--- config.mk ---
export PLATFORM = sky130hd
export DESIGN_NAME = tlchk_dev
export DESIGN_NICKNAME = d
export VERILOG_FILES = /design/src/rtl/tlchk_pkg.sv /design/src/rtl/tlchk_proto.sv /design/src/rtl/tlchk_map.sv /design/src/rtl/tlchk_rsp.sv /design/src/rtl/tlchk_dev.sv
export SDC_FILE = /design/constraint.sdc
export NUM_CORES = 1
export LEC_CHECK = 0
export BUFFER_PORTS_ARGS = -buffer_cell sky130_fd_sc_hd__buf_4
export CAP_MARGIN = 20
export CORE_ASPECT_RATIO = 1.5
export CORE_MARGIN = 2
export CORE_UTILIZATION = 34
export CTS_BUF_LIST = sky130_fd_sc_hd__clkbuf_4
export DETAILED_ROUTE_END_ITERATION = 6
export GPL_TIMING_DRIVEN = 0
export PLACE_DENSITY = 0.86
export SLEW_MARGIN = 20
export SYNTH_ARGS = -nofsm -noshare
export SYNTH_HDL_FRONTEND = slang
export SYNTH_SLANG_ARGS = --single-unit
--- constraint.sdc ---
create_clock -name clk -period 2.6 [get_ports clk]
set_clock_uncertainty 0.05 [all_clocks]
set_input_delay 0.52 -clock clk [delete_from_list [all_inputs] [get_ports clk]]
set_output_delay 0.52 -clock clk [all_outputs]
set_load 0.03 [all_outputs]
--- src/rtl/tlchk_pkg.sv ---
`timescale 1ns/1ps
package tlchk_pkg;

    localparam logic [2:0] A_PUT_FULL = 3'd0;
    localparam logic [2:0] A_PUT_PART = 3'd1;
    localparam logic [2:0] A_GET      = 3'd4;

    localparam logic [2:0] D_ACK      = 3'd0;
    localparam logic [2:0] D_ACK_DATA = 3'd1;

    typedef struct packed {
        logic bad_op;
        logic full_mask;
        logic lane;
        logic misalign;
        logic size_big;
    } proto_err_t;

    typedef struct packed {
        logic unmapped;
        logic subword;
        logic ro_write;
        logic wo_read;
    } map_err_t;

    typedef struct packed {
        logic        err;
        logic [2:0]  op;
        logic [1:0]  size;
        logic [31:0] data;
    } rsp_t;

    // Byte lanes a transfer of the given size may touch at this offset.
    function automatic logic [3:0] lane_window(logic [1:0] size, logic [1:0] off);
        logic [3:0] w;
        case (size)
            2'd0:    w = 4'b0001 << off;
            2'd1:    w = off[1] ? 4'b1100 : 4'b0011;
            default: w = 4'b1111;
        endcase
        return w;
    endfunction

    function automatic logic op_is_put(logic [2:0] op);
        return (op == A_PUT_FULL) || (op == A_PUT_PART);
    endfunction

    function automatic logic op_is_get(logic [2:0] op);
        return op == A_GET;
    endfunction

endpackage

--- src/rtl/tlchk_proto.sv ---
`timescale 1ns/1ps
module tlchk_proto
    import tlchk_pkg::*;
(
    input  logic [2:0]  opcode,
    input  logic [1:0]  size,
    input  logic [1:0]  addr_lo,
    input  logic [3:0]  mask,
    output proto_err_t  perr
);

    logic [3:0] window;

    always_comb begin
        window         = lane_window(size, addr_lo);
        perr.bad_op    = !(op_is_get(opcode) || op_is_put(opcode));
        perr.full_mask = (opcode == A_PUT_FULL) && (mask != window);
        perr.lane      = |(mask & ~window);
        perr.misalign  = ((size == 2'd1) && addr_lo[0]) ||
                         ((size == 2'd2) && (addr_lo != 2'b00));
        perr.size_big  = (size == 2'd3);
    end

endmodule

--- src/rtl/tlchk_map.sv ---
`timescale 1ns/1ps
module tlchk_map
    import tlchk_pkg::*;
#(
    parameter int IDX_W  = 8,
    parameter int NUM_RW = 4,
    parameter int NUM_RO = 2,
    parameter int NUM_WO = 2
) (
    input  logic [IDX_W-1:0] idx,
    input  logic             is_read,
    input  logic             is_write,
    input  logic [1:0]       addr_lo,
    input  logic [3:0]       mask,
    output map_err_t         merr
);

    localparam int TOTAL  = NUM_RW + NUM_RO + NUM_WO;
    localparam int RO_END = NUM_RW + NUM_RO;

    logic [TOTAL-1:0] hit;
    logic [TOTAL-1:0] ro_hit;
    logic [TOTAL-1:0] wo_hit;

    for (genvar i = 0; i < TOTAL; i++) begin : g_word
        localparam bit WORD_RO = (i >= NUM_RW) && (i < RO_END);
        localparam bit WORD_WO = (i >= RO_END);
        assign hit[i]    = (idx == IDX_W'(i));
        assign ro_hit[i] = hit[i] & WORD_RO;
        assign wo_hit[i] = hit[i] & WORD_WO;
    end

    always_comb begin
        merr.unmapped = ~|hit;
        merr.subword  = is_write && ((addr_lo != 2'b00) || (mask != 4'b1111));
        merr.ro_write = is_write && |ro_hit;
        merr.wo_read  = is_read  && |wo_hit;
    end

endmodule

--- src/rtl/tlchk_rsp.sv ---
`timescale 1ns/1ps
module tlchk_rsp
    import tlchk_pkg::*;
#(
    parameter int SRC_W = 4
) (
    input  logic             clk,
    input  logic             rst,
    input  logic             load,
    input  rsp_t             load_rsp,
    input  logic [SRC_W-1:0] load_src,
    input  logic             d_ready,
    output logic             can_take,
    output logic             d_valid,
    output rsp_t             rsp_q,
    output logic [SRC_W-1:0] src_q
);

    // A new request may enter when the slot is empty or is emptied this cycle.
    assign can_take = !d_valid || d_ready;

    always_ff @(posedge clk) begin
        if (rst) begin
            d_valid <= 1'b0;
            rsp_q   <= '0;
            src_q   <= '0;
        end else if (load) begin
            d_valid <= 1'b1;
            rsp_q   <= load_rsp;
            src_q   <= load_src;
        end else if (d_ready) begin
            d_valid <= 1'b0;
        end
    end

endmodule

--- src/rtl/tlchk_dev.sv ---
`timescale 1ns/1ps
module tlchk_dev
    import tlchk_pkg::*;
#(
    parameter int ADDR_W = 10,
    parameter int SRC_W  = 4,
    parameter int NUM_RW = 4,
    parameter int NUM_RO = 2,
    parameter int NUM_WO = 2
) (
    input  logic              clk,
    input  logic              rst,
    input  logic              a_valid,
    output logic              a_ready,
    input  logic [2:0]        a_opcode,
    input  logic [1:0]        a_size,
    input  logic [ADDR_W-1:0] a_address,
    input  logic [3:0]        a_mask,
    input  logic [31:0]       a_data,
    input  logic [SRC_W-1:0]  a_source,
    output logic              d_valid,
    input  logic              d_ready,
    output logic [2:0]        d_opcode,
    output logic [1:0]        d_size,
    output logic [SRC_W-1:0]  d_source,
    output logic [31:0]       d_data,
    output logic              d_error,
    output logic              reg_re,
    output logic              reg_we,
    output logic [ADDR_W-3:0] reg_addr,
    output logic [31:0]       reg_wdata,
    input  logic [31:0]       reg_rdata
);

    localparam int IDX_W = ADDR_W - 2;

    proto_err_t perr;
    map_err_t   merr;
    rsp_t       rsp_next;
    rsp_t       rsp_q;
    logic       a_fire;
    logic       is_get;
    logic       is_put;
    logic       any_err;

    assign is_get   = op_is_get(a_opcode);
    assign is_put   = op_is_put(a_opcode);
    assign a_fire   = a_valid && a_ready;
    assign reg_addr = a_address[ADDR_W-1:2];

    tlchk_proto u_proto (
        .opcode  (a_opcode),
        .size    (a_size),
        .addr_lo (a_address[1:0]),
        .mask    (a_mask),
        .perr    (perr)
    );

    tlchk_map #(
        .IDX_W  (IDX_W),
        .NUM_RW (NUM_RW),
        .NUM_RO (NUM_RO),
        .NUM_WO (NUM_WO)
    ) u_map (
        .idx      (a_address[ADDR_W-1:2]),
        .is_read  (is_get),
        .is_write (is_put),
        .addr_lo  (a_address[1:0]),
        .mask     (a_mask),
        .merr     (merr)
    );

    always_comb begin
        any_err = perr.bad_op | perr.full_mask | perr.lane | perr.misalign |
                  perr.size_big | merr.unmapped | merr.subword |
                  merr.ro_write | merr.wo_read;
        reg_re    = a_fire && is_get && !any_err;
        reg_we    = a_fire && is_put && !any_err;
        reg_wdata = a_data;
        rsp_next.err  = any_err;
        rsp_next.op   = is_get ? D_ACK_DATA : D_ACK;
        rsp_next.size = a_size;
        rsp_next.data = (is_get && !any_err) ? reg_rdata : 32'h0;
    end

    tlchk_rsp #(
        .SRC_W (SRC_W)
    ) u_rsp (
        .clk      (clk),
        .rst      (rst),
        .load     (a_fire),
        .load_rsp (rsp_next),
        .load_src (a_source),
        .d_ready  (d_ready),
        .can_take (a_ready),
        .d_valid  (d_valid),
        .rsp_q    (rsp_q),
        .src_q    (d_source)
    );

    assign d_opcode = rsp_q.op;
    assign d_size   = rsp_q.size;
    assign d_data   = rsp_q.data;
    assign d_error  = rsp_q.err;

endmodule

# Word-level counts from Yosys, hierarchy flattened
# Cells that the tools add are included.
word_totals:
  register_bits: 43
  wordCells: 67
  in_bits: 91
op_classes:
  eq_ne: 14
  n_reduce_logical: 30
  mux: 6
  bitwise: 10
  shifts: 1
op_table:
  columns: ["op", "n"]
  rows:
  - ["equality test 8 x 3 -> 1 bit (second input constant)", 4]
  - ["2-to-1 mux 32 bit", 1]
  - ["equality test 8 x 2 -> 1 bit (second input constant)", 2]
  - ["logical AND 1 bit", 12]
  - ["equality test 8 x 1 -> 1 bit (second input constant)", 1]
  - ["zero test 8 bit", 1]
  - ["bitwise OR 1 bit", 8]
  - ["case mux 4 bit (2 select lines)", 1]
  - ["OR reduction 8 bit", 1]
  - ["logical OR 1 bit", 5]
  - ["bitwise AND 4 bit", 1]
  - ["equality test 2 bit (second input constant)", 2]
  - ["zero test 1 bit", 4]
  - ["2-to-1 mux 4 bit", 1]
  - ["!= test 4 bit", 1]
  - ["!= test 4 bit (second input constant)", 1]
  - ["inverter 4 bit", 1]
  - ["nonzero test 2 bit", 2]
  - ["OR reduction 2 bit", 2]
  - ["OR reduction 4 bit", 1]
  - ["<< shifter 1 x 2 -> 4 bit (first input constant)", 1]
  - ["equality test 3 x 1 -> 1 bit (second input constant)", 1]
  - ["equality test 3 bit (second input constant)", 1]
  - ["zero test 3 bit", 1]
  - ["3 further kinds", 5]

# Longest topological paths before layout
depth:
  depth_word: 15
  ltp_mapped: 9

# Hierarchy
# Synthesis repeated with hierarchy kept, for this count alone.
hier_totals:
  hier_cells: 303
  area_unflattened_um2: 2984.1
modules_own_cells:
  columns: ["mod", "instances", "cells_each", "area_each_um2"]
  rows:
  - ["tlchk_rsp", 1, 140, 1566.5]
  - ["tlchk_dev", 1, 136, 1212.4]
  - ["tlchk_proto", 1, 19, 146.4]
  - ["tlchk_map", 1, 8, 58.8]

# Worst setup path before layout
# OpenSTA, ideal clock, no wires.
synth_path:
  path_type: "input-to-output"
  from: "in a_address[1]"
  to: "out reg_re"
  n_path_buf: 0
  t_arrival_ns: 2.185
  cell_stages: 6
  slack_ns: -0.155
  cell_sequence: "inv_1 o21ba_2 ha_1 nor4_4 o2111ai_2 a211oi_1"
synth_between:
  elab_chain_len: 14
synth_lines:
  columns: ["item", "line_no", "text"]
  rows:
  - ["from (decl)", "tlchk_dev.sv:17", "input logic [ADDR_W-1:0] a_address,"]
  - ["2-to-1 mux 4 bit or << shifter 1 x 2 -> 4 bit (tied branches)", "tlchk_pkg.sv:38, tlchk_pkg.sv:37", null]
  - ["case mux 4 bit (2 select lines)", "tlchk_pkg.sv:36", "case (size)"]
  - ["!= test 4 bit or inverter 4 bit (tied branches)", "tlchk_proto.sv:17, tlchk_proto.sv:18", null]
  - ["logical AND 1 bit or bitwise AND 4 bit (tied branches)", "tlchk_proto.sv:17, tlchk_proto.sv:18", null]
  - ["bitwise OR 1 bit or OR reduction 4 bit (tied branches)", "tlchk_dev.sv:74, tlchk_proto.sv:18", null]
  - ["bitwise OR 1 bit (3 in series)", "tlchk_dev.sv:74", "any_err = perr.bad_op | perr.full_mask | perr.lane | perr.misalign |"]
  - ["bitwise OR 1 bit", "tlchk_dev.sv:75", "perr.size_big | merr.unmapped | merr.subword |"]
  - ["bitwise OR 1 bit (*) (2 in series)", "tlchk_dev.sv:75", null]
  - ["bitwise OR 1 bit (*)", "tlchk_dev.sv:76", "merr.ro_write | merr.wo_read;"]
  - ["zero test 1 bit (*)", "tlchk_dev.sv:77", "reg_re = a_fire && is_get && !any_err;"]
  - ["logical AND 1 bit (*)", "tlchk_dev.sv:77", null]
  - ["to (decl)", "tlchk_dev.sv:28", "output logic reg_re,"]
# Mark *: on every way between the ends. The rest lies on a longest branch, timed or not.

# Worst setup path after layout
layout_path:
  from: "in a_address[0]"
  to: "out reg_we"
layout_between:
  elab_chain_len: 14
layout_lines:
  columns: ["item", "line_no", "text"]
  rows:
  - ["<< shifter 1 x 2 -> 4 bit", "tlchk_pkg.sv:37", "2'd0: w = 4'b0001 << off;"]
  - ["case mux 4 bit (2 select lines)", "tlchk_pkg.sv:36", null]
  - ["!= test 4 bit or inverter 4 bit (tied branches)", "tlchk_proto.sv:17, tlchk_proto.sv:18", null]
  - ["logical AND 1 bit or bitwise AND 4 bit (tied branches)", "tlchk_proto.sv:17, tlchk_proto.sv:18", null]
  - ["bitwise OR 1 bit or OR reduction 4 bit (tied branches)", "tlchk_dev.sv:74, tlchk_proto.sv:18", null]
  - ["bitwise OR 1 bit (3 in series)", "tlchk_dev.sv:74", null]
  - ["bitwise OR 1 bit", "tlchk_dev.sv:75", null]
  - ["bitwise OR 1 bit (*) (2 in series)", "tlchk_dev.sv:75", null]
  - ["bitwise OR 1 bit (*)", "tlchk_dev.sv:76", null]
  - ["zero test 1 bit (*)", "tlchk_dev.sv:78", "reg_we = a_fire && is_put && !any_err;"]
  - ["logical AND 1 bit (*)", "tlchk_dev.sv:78", null]
  - ["to (decl)", "tlchk_dev.sv:29", "output logic reg_we,"]
# Marked as above.

==> flow_metrics.py <==
metrics = {
    "sta": {
        "clock.fmax_mhz": 379,
        "post-route-period-util_pct": 102,
        "finalCriticalPeriod_ns": 2.64,
        "finalHoldViolations": 0,
        "rsz0062_at_grt": "true",
        "finalMaxSlewViolations": 0,
        "fin_ws_ns": -0.0405,
        "setup_viol": 1,
        "whs_ns": 0.332,
    },
    "yosys": {
        "yosysSeqAreaShare_pct": 43.2,
        "dominantRegCellSynth": "dfxtp_1",
        "synth_seq_cells": 41,
        "synth_area_mm2": 0.00190,
        "async_flop_share_pct": 0,
        "synth_edf_count": 0,
        "yosysTopAreaCellShare_pct": 43.2,
        "yosysUniqueCellTypes": 29,
        "synth_commonest_cells": "42 x buf_4, 41 x dfxtp_1, 25 x a22o_2, 13 x a21oi_1, 9 x nand2_1",
        "avgSynthCellArea_um2": 10.4,
        "synth_area_leaders": "dfxtp_1 43%, buf_4 17%, a22o_2 13%, a21oi_1 3.4%, a22o_1 3.2%",
        "synthCells": 183,
        "yosys_warnings": 0,
        "yosys.area.top_type": "dfxtp_1",
        "synth_most_common_cell": "buf_4",
    },
    "worst_setup_path": {
        "worstReg2RegEnd": "u_rsp.rsp_q[37]$_SDFFE_PP0P_",
        "critPathArrivalTime_ns": 2.07,
        "cp-startpoint": "a_address[0]",
        "reg2reg_depth": 7,
        "cp_data_required_time_ns": 2.03,
        "endpoint_kind": "output port",
        "path_cells": "buf_8, nor2_4, o21ba_4, ha_4, a41o_1, nand2_2, a2111oi_4, and2_4, buf_6",
        "r2r_start": "u_rsp.d_valid$_SDFFE_PP0P_",
        "crit_path_start_kind": "input port",
        "crit_type": "input port to output port",
        "cp-endpoint": "reg_we",
        "cp_slowest_cell": "a2111oi_4",
        "crit_fanout": 3,
        "crit_path_max_incr_delay_ns": 0.34,
        "r2r_slack_ns": 0.85,
    },
    "global_route": {
        "grt_pass1_vias": 1865,
        "grt_max_degree": 13,
        "grt_pass1_wl_um": 8830,
        "grt.overflow.total": 0,
        "antenna_found_initial": 0,
        "grt_use_total_pct": 18.5,
    },
    "clocking": {
        "cts_made_buffers": 5,
        "cts_max_level": 2,
        "clockRootBuffer": "clkbuf_4",
        "cts_tree": "done",
        "path_clk_slew_ns": 0.12,
        "cts.path.max_buffers": 2,
        "clock_latency_ns": 0.33,
        "cts_sinks": 41,
    },
    "floorplanning": {
        "core.rowCount": 33,
        "dieWidth_um": 65.1,
        "dieArea_mm2": 0.00622,
        "initial_core_util_pct": 34.9,
        "die_y_um": 95.6,
        "pin_count": 177,
        "coreArea_mm2": 0.00545,
    },
    "placement": {
        "dp_cells": 395,
        "gp_congestion": 0.745,
        "port_buffers": 141,
        "place_area_mm2": 0.00307,
        "hpwl_um": 4940,
        "place_ws_ns": -0.338,
    },
    "layout": {
        "fin_area_mm2": 0.00329,
        "fin_nets": 434,
        "fillers": 483,
        "drive_gt1_share_pct": 71.5,
        "final-instance-count-excl-fill": 410,
        "antenna_cells": 0,
        "synthToLayoutAreaGrowth_pct": 73.1,
    },
    "routing": {
        "ant_nets": 0,
        "vias": 1963,
        "viasPerCell": 4.79,
        "routedWlPerCell_um": 15.4,
        "routed_wl_um": 6330,
        "dr.pass1.iters": 4,
        "drt-initial-drc-count": 43,
        "drc": 0,
    },
    "min_path": {
        "hold_path_class": "input port to register",
    },
    "power_and_ir_drop": {
        "ir_drop_v": 0.000315,
        "p_leak_nw": 1.61,
        "totalPowerFinal_mw": 1.42,
        "pwr_density_cell_mw_per_mm2": 430,
    },
    "status": {
        "status": "finished with violations",
        "violations": "setup timing",
    },
    "run": {
        "max_cap_viol_count": 0,
    },
}
## layout by cell type (no fill, tap or decap), types with 4 or more instances in the layout
cell type,count
nor2_1,4
nand3_1,6
a21oi_1,12
buf_6,6
clkbuf_1,5
clkbuf_4,6
a22o_1,7
nand2_1,7
dfxtp_1,41
a22o_2,25
buf_4,185
## area by class of cell
type                    instances  area (um^2)  area share (%)
repair buffers                148         1140            34.5
flip-flops and latches         41          821            24.9
multi-input cells              90          787            23.9
plain buffers                  51          373            11.3
well taps                      70         87.6            2.66
clock buffers                   6         45.0            1.37
clock inverters                 2         33.8            1.03
inverters                       2         7.51           0.228
## worst max-delay path, delay by kind of cell
kind | cells | cell delay, ns
adder cells (fa/ha/maj) | 1 | 0.26
buffers and inverters | 2 | 0.22
AND/OR/NAND/NOR | 3 | 0.32
AO/OA/AOI/OAI | 3 | 0.75
## how the worst min path moves through the flow
| stage | from | cells past startpoint | slack [ns] | endpoint |
|---|---|---|---|---|
| 6_report | reg_rdata[8] | 2 | 0.33 | u_rsp.rsp_q[8]$_SDFFE_PP0P_ |
| 5_1_grt | reg_rdata[3] | 2 | 0.31 | u_rsp.rsp_q[3]$_SDFFE_PP0P_ |
| 4_1_cts | reg_rdata[4] | 2 | 0.32 | u_rsp.rsp_q[4]$_SDFFE_PP0P_ |
| 3_5_place_dp | u_rsp.src_q[2]$_SDFFE_PP0P_ | 2 | 0.40 | u_rsp.src_q[2]$_SDFFE_PP0P_ |
| 3_3_place_gp | u_rsp.src_q[0]$_SDFFE_PP0P_ | 2 | 0.39 | u_rsp.src_q[0]$_SDFFE_PP0P_ |
| 2_1_floorplan | u_rsp.rsp_q[32]$_SDFFE_PP0P_ | 2 | 0.53 | u_rsp.rsp_q[32]$_SDFFE_PP0P_ |
## where the power goes
group	internal [mW]	switching, mW
clock	0.211	0.201
sequential	0.636	0.00418
combinational	0.179	0.186
## logic make-up (layout without fill, tap and decap cells)
group,Yosys count,count (layout),synth area share (%)
buffers and inverters,53,209,20.0
AO/OA/AOI/OAI,52,52,23.7
AND/OR/NAND/NOR,32,32,10.3
adder cells (fa/ha/maj),4,4,2.63
other,1,2,0.197
flip-flops,41,41,43.2
## metrics by stage
stage          util, %  TNS, ns
2_1_floorplan        -        0
3_3_place_gp      56.2   -0.317
3_5_place_dp      56.2   -0.346
4_1_cts           60.0  -0.0211
5_1_grt           60.4  -0.0992
6_report          60.4  -0.0405
## metal layers
layer  global-route usage, %  part of all wire, %  vias to the layer above  routed length (um)
met5                       0                    0                        -                   0
met4                    6.94                  1.6                        0                 104
met3                    9.45                   14                       11                 900
met2                    33.3                   50                      124                3180
met1                    17.8                   34                      898                2150
li1                        -                    -                      930                   -
## registers in the layout, indices dropped and copies added, names as in the netlist
name,cells
u_rsp.d_valid,1
u_rsp.rsp_q,36
u_rsp.src_q,4
## what timing repair did
action	CTS	global route
pin swaps	8	6
setup endpoints to repair	2	2
resized for setup	17	2
hold buffers	0	0
setup buffers	5	2
(Power assumes the default switching activity.)
